===== src/rtl/br_pkg.sv =====
package br_pkg;

    typedef enum logic [1:0] {
        ST_IDLE = 2'd0,
        ST_RUN  = 2'd1,
        ST_DONE = 2'd2
    } seq_state_e;

    // Opcode encodings that the decoder depends on
    localparam logic [7:0] OP_ALWAYS     = 8'h80;
    localparam logic [3:0] LO_FLAG_BR    = 4'h0;
    localparam logic [3:0] LO_BIT_BR     = 4'hF;

    // Flag selector in opcode bits 7:6
    localparam logic [1:0] SEL_NEG   = 2'b00;
    localparam logic [1:0] SEL_OVF   = 2'b01;
    localparam logic [1:0] SEL_CARRY = 2'b10;
    localparam logic [1:0] SEL_ZERO  = 2'b11;

endpackage


===== src/rtl/br_cond_decode.sv =====
module br_cond_decode
    import br_pkg::*;
(
    input  logic [7:0] opcode,
    input  logic       flag_n,
    input  logic       flag_v,
    input  logic       flag_z,
    input  logic       flag_c,
    input  logic [7:0] tested_byte,
    output logic       taken
);

    logic [7:0] bit_hit;
    logic       bit_val;
    logic       flag_val;

    // one lane per tested bit; only the lane named by opcode[6:4] can fire
    genvar g;
    generate
        for (g = 0; g < 8; g++) begin : g_lane
            assign bit_hit[g] = (opcode[6:4] == 3'(g)) && tested_byte[g];
        end
    endgenerate

    assign bit_val = |bit_hit;

    always_comb begin
        case (opcode[7:6])
            SEL_NEG:   flag_val = flag_n;
            SEL_OVF:   flag_val = flag_v;
            SEL_CARRY: flag_val = flag_c;
            SEL_ZERO:  flag_val = flag_z;
            default:   flag_val = 1'b0;
        endcase
    end

    always_comb begin
        taken = 1'b0;
        if (opcode == OP_ALWAYS) begin
            taken = 1'b1;
        end else if ((opcode[3:0] == LO_FLAG_BR) && opcode[4]) begin
            taken = (flag_val == opcode[5]);
        end else if (opcode[3:0] == LO_BIT_BR) begin
            taken = (bit_val == opcode[7]);
        end
    end

endmodule


===== src/rtl/br_target_calc.sv =====
module br_target_calc #(
    parameter int ADDR_W    = 16,
    parameter int DISP_W    = 8,
    parameter int PAGE_BITS = 8
) (
    input  logic [ADDR_W-1:0] pc_in,
    input  logic [DISP_W-1:0] disp,
    output logic [ADDR_W-1:0] fall_pc,
    output logic [ADDR_W-1:0] tgt_pc,
    output logic              crosses
);

    localparam int EXT_W = ADDR_W - DISP_W;

    logic [ADDR_W-1:0] disp_ext;

    always_comb begin
        disp_ext = {{EXT_W{disp[DISP_W-1]}}, disp};
        fall_pc  = pc_in + ADDR_W'(1);
        tgt_pc   = fall_pc + disp_ext;
        crosses  = (fall_pc[ADDR_W-1:PAGE_BITS] != tgt_pc[ADDR_W-1:PAGE_BITS]);
    end

endmodule


===== src/rtl/br_cycle_seq.sv =====
module br_cycle_seq
    import br_pkg::*;
#(
    parameter int CNT_W = 3
) (
    input  logic             clk,
    input  logic             rst_n,
    input  logic             start,
    input  logic [CNT_W-1:0] load_cyc,
    output logic             accept,
    output logic             busy,
    output logic             done
);

    typedef struct packed {
        seq_state_e       st;
        logic [CNT_W-1:0] cnt;
    } seq_t;

    seq_t s_d, s_q;

    always_comb begin
        s_d    = s_q;
        accept = 1'b0;
        case (s_q.st)
            ST_IDLE: begin
                if (start) begin
                    accept  = 1'b1;
                    s_d.st  = ST_RUN;
                    s_d.cnt = load_cyc - CNT_W'(1);
                end
            end
            ST_RUN: begin
                if (s_q.cnt == '0) begin
                    s_d.st = ST_DONE;
                end else begin
                    s_d.cnt = s_q.cnt - CNT_W'(1);
                end
            end
            ST_DONE: begin
                s_d.st = ST_IDLE;
            end
            default: begin
                s_d.st = ST_IDLE;
            end
        endcase
    end

    always_ff @(posedge clk or negedge rst_n) begin
        if (!rst_n) begin
            s_q <= '{st: ST_IDLE, cnt: '0};
        end else begin
            s_q <= s_d;
        end
    end

    assign busy = (s_q.st != ST_IDLE);
    assign done = (s_q.st == ST_DONE);

endmodule


===== src/rtl/br_resolve_unit.sv =====
module br_resolve_unit #(
    parameter int ADDR_W    = 16,
    parameter int DISP_W    = 8,
    parameter int PAGE_BITS = 8,
    parameter int BASE_CYC  = 2,
    parameter int TAKEN_CYC = 1,
    parameter int PAGE_CYC  = 1,
    localparam int MAX_CYC  = BASE_CYC + TAKEN_CYC + PAGE_CYC,
    localparam int CNT_W    = $clog2(MAX_CYC + 1)
) (
    input  logic              clk,
    input  logic              rst_n,
    input  logic              start,
    input  logic [7:0]        opcode,
    input  logic              flag_n,
    input  logic              flag_v,
    input  logic              flag_z,
    input  logic              flag_c,
    input  logic [7:0]        tested_byte,
    input  logic [ADDR_W-1:0] pc_in,
    input  logic [DISP_W-1:0] disp,
    output logic              busy,
    output logic              done,
    output logic              taken,
    output logic [ADDR_W-1:0] next_pc,
    output logic [CNT_W-1:0]  cycles
);

    typedef struct packed {
        logic              taken;
        logic [ADDR_W-1:0] pc;
        logic [CNT_W-1:0]  cyc;
    } res_t;

    res_t r_d, r_q;

    logic              cond_taken;
    logic [ADDR_W-1:0] fall_pc;
    logic [ADDR_W-1:0] tgt_pc;
    logic              crosses;
    logic [CNT_W-1:0]  cyc_calc;
    logic              accept;

    br_cond_decode u_dec (
        .opcode      (opcode),
        .flag_n      (flag_n),
        .flag_v      (flag_v),
        .flag_z      (flag_z),
        .flag_c      (flag_c),
        .tested_byte (tested_byte),
        .taken       (cond_taken)
    );

    br_target_calc #(
        .ADDR_W    (ADDR_W),
        .DISP_W    (DISP_W),
        .PAGE_BITS (PAGE_BITS)
    ) u_tgt (
        .pc_in   (pc_in),
        .disp    (disp),
        .fall_pc (fall_pc),
        .tgt_pc  (tgt_pc),
        .crosses (crosses)
    );

    always_comb begin
        cyc_calc = CNT_W'(BASE_CYC);
        if (cond_taken) begin
            cyc_calc = cyc_calc + CNT_W'(TAKEN_CYC);
            if (crosses) begin
                cyc_calc = cyc_calc + CNT_W'(PAGE_CYC);
            end
        end
    end

    br_cycle_seq #(
        .CNT_W (CNT_W)
    ) u_seq (
        .clk      (clk),
        .rst_n    (rst_n),
        .start    (start),
        .load_cyc (cyc_calc),
        .accept   (accept),
        .busy     (busy),
        .done     (done)
    );

    always_comb begin
        r_d = r_q;
        if (accept) begin
            r_d.taken = cond_taken;
            r_d.pc    = cond_taken ? tgt_pc : fall_pc;
            r_d.cyc   = cyc_calc;
        end
    end

    always_ff @(posedge clk or negedge rst_n) begin
        if (!rst_n) begin
            r_q <= '0;
        end else begin
            r_q <= r_d;
        end
    end

    assign taken   = r_q.taken;
    assign next_pc = r_q.pc;
    assign cycles  = r_q.cyc;

endmodule


===== config.mk =====
export PLATFORM = sky130hd
export DESIGN_NAME = br_resolve_unit
export DESIGN_NICKNAME = d
export VERILOG_FILES = /design/src/rtl/br_pkg.sv /design/src/rtl/br_cond_decode.sv /design/src/rtl/br_target_calc.sv /design/src/rtl/br_cycle_seq.sv /design/src/rtl/br_resolve_unit.sv
export SDC_FILE = /design/constraint.sdc
export NUM_CORES = 1
export LEC_CHECK = 0
export ABC_CLOCK_PERIOD_IN_PS = 3400
export BUFFER_PORTS_ARGS = -buffer_cell sky130_fd_sc_hd__buf_2
export CAP_MARGIN = 20
export CORE_UTILIZATION = 55
export CTS_BUF_LIST = sky130_fd_sc_hd__clkbuf_2 sky130_fd_sc_hd__clkbuf_4 sky130_fd_sc_hd__clkbuf_8
export CTS_CLUSTER_SIZE = 12
export DETAILED_ROUTE_END_ITERATION = 16
export GPL_ROUTABILITY_DRIVEN = 0
export PLACE_DENSITY = 0.82
export SYNTH_ARGS = -nofsm -noshare
export SYNTH_HDL_FRONTEND = slang
export SYNTH_SLANG_ARGS = --single-unit

===== constraint.sdc =====
create_clock -name clk -period 3.4 [get_ports clk]
set_clock_uncertainty 0.15 [all_clocks]
set_input_delay 0.17 -clock clk [delete_from_list [all_inputs] [get_ports clk]]
set_output_delay 0.17 -clock clk [all_outputs]
set_load 0.05 [all_outputs]

==> impl_results.md, run 1 <==
* Crit-path cells: buf_8, ha_4, and3_4, nand3_2, xnor2_2, ha_4, a21oi_4, a21oi_2, a21boi_4, buf_4, o41ai_4, nor4_1, a311oi_1, nand4_1, nor3b_2, a21boi_1, ha_2, inv_4, and4_1, nor3_2
* I/O pin cnt at a little under 70
* Synthesized netlist cell count at between 300 and 400
* Core area at roughly 0.0048 sq mm
* Clock latency on the worst-skew pair at 0.27 ns
* Final Cycle Share at 109.7%
* Max stage delay on crit path at about 0.30 ns
* Most frequent cells after synthesis: 39 x nand2_1, 26 x xnor2_1, 25 x dfrtp_1, 24 x o21ai_0, 20 x nor2_1
* CP Capture Type: register
* Worst hold path class: input port to register
* Status: finished, violations left
* Overflow after GRT at 0
* Final antenna-violating net count at 0
* Vias in the first global route at roughly 3300
* Pwr dens at 503.5 mW/mm^2
* Slew Viols, Final at 0
* CTS Sinks at 25
* Fmax at 0.2682 GHz
* Synth Net Count at 387
* Detail-routed via count per cell at 6.639
* Routed WL per cell at between 20 and 25 microns
* PnR worst setup slack at -0.3285 ns
* Leakage at about 0.0020 uW
* Cell taking the most area after synthesis: dfrtp_1
* Clock H-tree levels at 1
* Nets@finish at ~550
* Yosys top cell area share at 22.81%
* Critical Setup Path Class: input port to register
* Avg Cell Area, Syn at roughly 8.5 sq um
* RSZ-0062 raised after global routing: yes
* Num CTS Buffers at 3
* Hold Startpoint: pc_in[15]
* Arr. time, crit path at 3.73 ns
* Worst path slowest cell: ha_4
* Syn-to-layout area delta at 58.67%
* Worst vdd ir at 0.0003686 V
* Critical path launch point type: input port
* DR vias at approximately 3600
* Filler instances at 193
* Detailed Place HPWL at 6.685 mm
* Failing checks: setup timing
* First-pass DRT Iterations at 7
* CP max FO at 7
* Final-report hold violation count at 0
* Number of flops mapped to enable cells by yosys at 0
* Setup-failing EPs final at 3
* Max-cap violations at 0
* Die Height at 72.62 microns
* Worst-path clk slew at 0.08 ns
* Synth Flop Type: dfrtp_1
* Number of cell rows at 25
* Yosys warnings at 0
* Longest Clk Path Bufs at 2
* I/O Buffers at a little under 70
* Pre-CTS setup slack at -0.8387 ns
* Netlist cell types at 65
* Final Hold Slack at 0.1816 ns
* Iter 0 DRT Violations at 324
* Worst slew pin tran at 0.6963 ns
* First-pass GRT wire length at 15.81 mm
* Crit path top cell by count: ha_4
* Fin crit period at 3.728 ns
* Synthesized area at 0.002743 sq mm
* Die ar. at 0.005273 sq mm
* Starting Density at 57.68%
* Layout cell share with drive strength beyond 1 at 53.11%
* FF-to-FF Start: u_seq.s_q[4]
* Largest net degree at the start of global routing at 37
* Global-route usage over all layers at 39.28%
* Initial antenna violation count at 0
* Async SR Flop Fraction at 100.0%
* Number of remaining DRC errors at 0
* Die X at 72.62 microns
* Synthesized flop and latch total at 25
* Sequential-to-total area share from yosys stat at 22.81%
* Drt total wl at 11.94 mm
* # diodes at 0
* Setup TNS at -0.5214 ns
* Root Driver: clkbuf_8
* CTS tree: done
* Leading post-synthesis cells by cell area: dfrtp_1 23%, xnor2_1 8.3%, ha_1 8.2%
* Most numerous cell in the Yosys netlist: nand2_1
* Max_slew headroom at a little over half
* CP required at between 3 and 4 ns
* Crit path from: pc_in[0]
report_power, final:
group          switching (uW)  internal [uW]  leakage [uW]
clock                    95.8           82.1     0.0000255
sequential               96.2            422      0.000308
combinational             978            517       0.00168
layout make-up:
| type | count | area [sq um] | share of cell area [%] |
|---|---|---|---|
| Inverter | 12 | 47.55 | 1.093 |
| Timing Repair Buffer | 171 | 1156 | 26.57 |
| Clock inverter | 1 | 5.005 | 0.1150 |
| Clock buffer | 3 | 41.29 | 0.9488 |
| Tap cell | 67 | 83.83 | 1.926 |
| Sequential cell | 25 | 625.6 | 14.38 |
| Multi-Input combinational cell | 270 | 2392 | 54.97 |
registers in the layout (all words and copies together) (netlist names):
register	cells
next_pc	16
u_seq.s_q	5
cycles	3
taken	1
cells in the final DEF (no fill, tap or decap), types with 4 or more instances in the layout:
cell type | synthesis | final
a21oi_2 | 2 | 5
o21ai_0 | 24 | 19
buf_6 | 0 | 6
a21oi_4 | 0 | 4
a21oi_1 | 15 | 8
nand4_1 | 5 | 5
nor3_1 | 6 | 5
a21o_1 | 5 | 4
dfrtp_1 | 25 | 25
buf_4 | 0 | 99
o21ai_2 | 2 | 6
xnor2_1 | 26 | 19
inv_1 | 12 | 10
nand2_2 | 2 | 5
ha_4 | 0 | 8
buf_2 | 5 | 64
ha_1 | 18 | 8
nor2_1 | 20 | 19
nor4_1 | 5 | 5
nand2_1 | 39 | 36
xor2_1 | 6 | 4
xnor2_2 | 2 | 9
mux2i_1 | 16 | 15
nand3_1 | 12 | 9
timing repair:
action	CTS	global route
gates resized for setup	40	36
endpoints found under the hold margin	25	0
hold buffers	1	0
setup buffers	10	4
pin swaps	23	20
setup endpoints to repair	6	6
cells by family (layout without fill, tap and decap cells):
kind of cell	after synthesis	after routing	share of synthesized area (%)
mux	19	19	8.303
flops	25	25	22.81
fa+ha+maj	19	19	8.942
xor+xnor	34	34	11.41
simple gates	116	116	22.22
buf+inv	26	187	4.562
compound gates	82	82	21.76
path summary, 6_finish.rpt:
kind	endpoint	slack (ns)	cells after the start
max in group asynchronous	next_pc[8]	2.49	2
min in group asynchronous	next_pc[7]	0.25	2
max	u_seq.s_q[2]	-0.33	20
min reg2reg	cycles[0]	0.33	2
min	next_pc[15]	0.18	4
max reg2reg	u_seq.s_q[2]	1.20	6
worst max-delay path, delay by kind of cell:
| kind | cells | cell delay (ns) |
|---|---|---|
| xor+xnor | 1 | 0.28 |
| simple gates | 7 | 1.12 |
| buf+inv | 3 | 0.31 |
| compound gates | 6 | 1.13 |
| fa+ha+maj | 3 | 0.69 |
stage by stage:
| step | std cells | area, sq um | utilization [%] | power (uW) |
|---|---|---|---|---|
| after CTS | 546 | 4131 | 86.89 | 2005 |
| after detailed placement | 531 | 3832 | 80.61 | 1757 |
| final | 549 | 4352 | 91.53 | 2191 |
| after floorplan | 321 | 2826 | - | 1358 |
| after global placement | 531 | 3832 | 80.61 | 1694 |
| after global routing | 549 | 4352 | 91.53 | 2272 |
routing by layer:
| layer | track usage [%] | up-vias | wire [microns] |
|---|---|---|---|
| met5 | 0 | - | 0 |
| met4 | 25.71 | 0 | 1118 |
| met3 | 9.392 | 130 | 1149 |
| met2 | 70.30 | 337 | 5767 |
| met1 | 40.91 | 1677 | 3906 |
| li1 | - | 1501 | - |
Power figures use the tool's default switching activity.
==> run 2: changes to the inputs <==
--- a/config.mk
+++ b/config.mk
@@ -13,7 +13,9 @@
 export CTS_CLUSTER_SIZE = 12
 export DETAILED_ROUTE_END_ITERATION = 16
 export GPL_ROUTABILITY_DRIVEN = 0
+export GPL_TIMING_DRIVEN = 0
 export PLACE_DENSITY = 0.82
+export RECOVER_POWER = 25
 export SYNTH_ARGS = -nofsm -noshare
 export SYNTH_HDL_FRONTEND = slang
 export SYNTH_SLANG_ARGS = --single-unit
==> impl_results.md, run 2 (synthesis results as in run 1) <==
* Clk pwr share at 9.0%
* Most frequent cells in the layout: 57 x buf_2, 37 x nand2_1, 35 x buf_4
* Filler instances at 306
* I/O pin cnt at 69
* Max-cap violations at 0
* Nets@finish at 491
* Global-route usage over all layers at 27.09%
* Setup TNS at -0.4574 ns
* Syn-to-layout area delta at 42.43%
* Vias in the first global route at roughly 2500
* CTS Sinks at 25
* # diodes at 0
* Slew Viols, Final at 0
* Core area at 0.004755 sq mm
* Worst-path clk slew at ~0.09 ns
* I/O Buffers at 68
* Die X at 72.62 microns
* CP required at 3.40 ns
* Seq pwr share at 25.5%
* Pre-CTS setup slack at -0.9221 ns
* Critical Setup Path Class: input port to register
* CTS tree: done
* Routed WL per cell at 17.77 microns
* Final cell count without fillers at approximately 500
* Pwr dens at about 500 mW/mm^2
* Arr. time, crit path at 3.72 ns
* Number of remaining DRC errors at 0
* DR vias at 3041
* Placed cells at 456
* First-pass DRT Iterations at 5
* Final Cycle Share at 109.6%
* Status: finished, violations left
* Final-report hold violation count at 0
* RSZ-0062 raised after global routing: yes
* Iter 0 DRT Violations at 230
* Fmax at 0.2685 GHz
* Leakage at approximately 0.0017 uW
* Final Core Density at 82.16%
* Overflow after GRT at 0
* Layout cell share with drive strength beyond 1 at 43.16%
* Die Height at 72.62 microns
* Final antenna-violating net count at 0
* Clock latency on the worst-skew pair at 0.27 ns
* Final Hold Slack at 0.09289 ns
* Worst slew pin tran at between 1 and 1.5 ns
* Die ar. at 0.005273 sq mm
* Commonest non-fill, non-tap cell in the layout: buf_2
* Critical path launch point type: input port
* Num CTS Buffers at 3
* Comb pwr share at 65.5%
* CP Capture Type: register
* Int Pwr at 931.7 uW
* First-pass GRT wire length at 11.33 mm
* Max reg flops at 16
* Largest net degree at the start of global routing at 26
* Failing checks: setup timing
* Longest Clk Path Bufs at 2
* Detailed Place HPWL at 5.295 mm
* Sw Ratio at 52.37%
* Starting Density at 57.68%
* PnR worst setup slack at -0.3250 ns
* Sw Pwr at 1025 uW
* Worst vdd ir at 0.0002920 V
* Detail-routed via count per cell at 6.193
* Drt total wl at 8.727 mm
* Initial antenna violation count at 0
* Max_slew headroom at 13.87%
* Number of cell rows at 25
* CP max FO at 6
* Worst hold path class: input port to register
* Clock H-tree levels at 1
* Setup-failing EPs final at 2
* Root Driver: clkbuf_8
* Fin crit period at 3.725 ns
[run 2: cell type report]
class                           count  area (sq um)  area share, %
Multi-Input combinational cell    270          2342          59.96
Buffer                             11         83.83          2.146
Clock buffer                        3         41.29          1.057
Timing Repair Buffer              102         679.4          17.39
Sequential cell                    25         625.6          16.02
Inverter                           12         45.04          1.153
Tap cell                           67         83.83          2.146
Clock inverter                      1         5.005         0.1281
[run 2: per-stage QoR]
| step | cell area (sq um) | power, uW |
|---|---|---|
| finish | 3906 | 1956 |
| global route | 3906 | 2071 |
| CTS | 3515 | 1851 |
| detailed placement | 3251 | 1632 |
| global placement | 3251 | 1599 |
| floorplan | 2826 | 1358 |
[run 2: power by group through the flow]
stage | sequential, uW | combinational [uW] | clock [uW]
floorplan | 832 | 527 | 0
global placement | 498 | 1100 | 0
detailed placement | 501 | 1130 | 0
CTS | 496 | 1180 | 178
global route | 511 | 1370 | 193
finish | 499 | 1280 | 176
[run 2: worst max-delay path, cell delays in order]
cell and delay [ns]:
buf_8 0.09, and4_4 0.27, nand4_1 0.17, xnor2_2 0.29, ha_4 0.26, buf_4 0.14, buf_4 0.14, nand2_1 0.17
nor2_1 0.14, a2111oi_2 0.37, nor3_1 0.12, xor2_1 0.25, xor2_1 0.28, o21ai_2 0.10, mux2i_1 0.16, ha_2 0.21
inv_2 0.05, a2111oi_2 0.23, nor3_2 0.08
[run 2: final timing paths]
kind                              start           end  slack, ns  cells past startpoint
setup reg to reg           u_seq.s_q[3]  u_seq.s_q[2]       1.61                      7
min in group asynchronous         rst_n  u_seq.s_q[1]       0.55                      2
hold / removal                 pc_in[0]    next_pc[0]       0.09                      4
setup / recovery               pc_in[0]  u_seq.s_q[2]      -0.33                     19
max in group asynchronous         rst_n    next_pc[9]       1.79                      2
hold reg to reg              next_pc[1]    next_pc[1]       0.32                      2
[run 2: repair_timing]
| action | CTS | global route |
|---|---|---|
| setup buffers | 12 | 21 |
| setup endpoints to repair | 6 | 6 |
| pin swaps | 22 | 45 |
| endpoints found under the hold margin | 25 | 0 |
| gates resized for setup | 31 | 65 |
| hold buffers | 1 | 0 |
[run 2: layer usage]
layer  global-route usage (%)  share of wire, %
met5                        0                 0
met3                    2.486               8.8
met4                    8.715               3.8
met2                    46.31                50
met1                    36.18                38
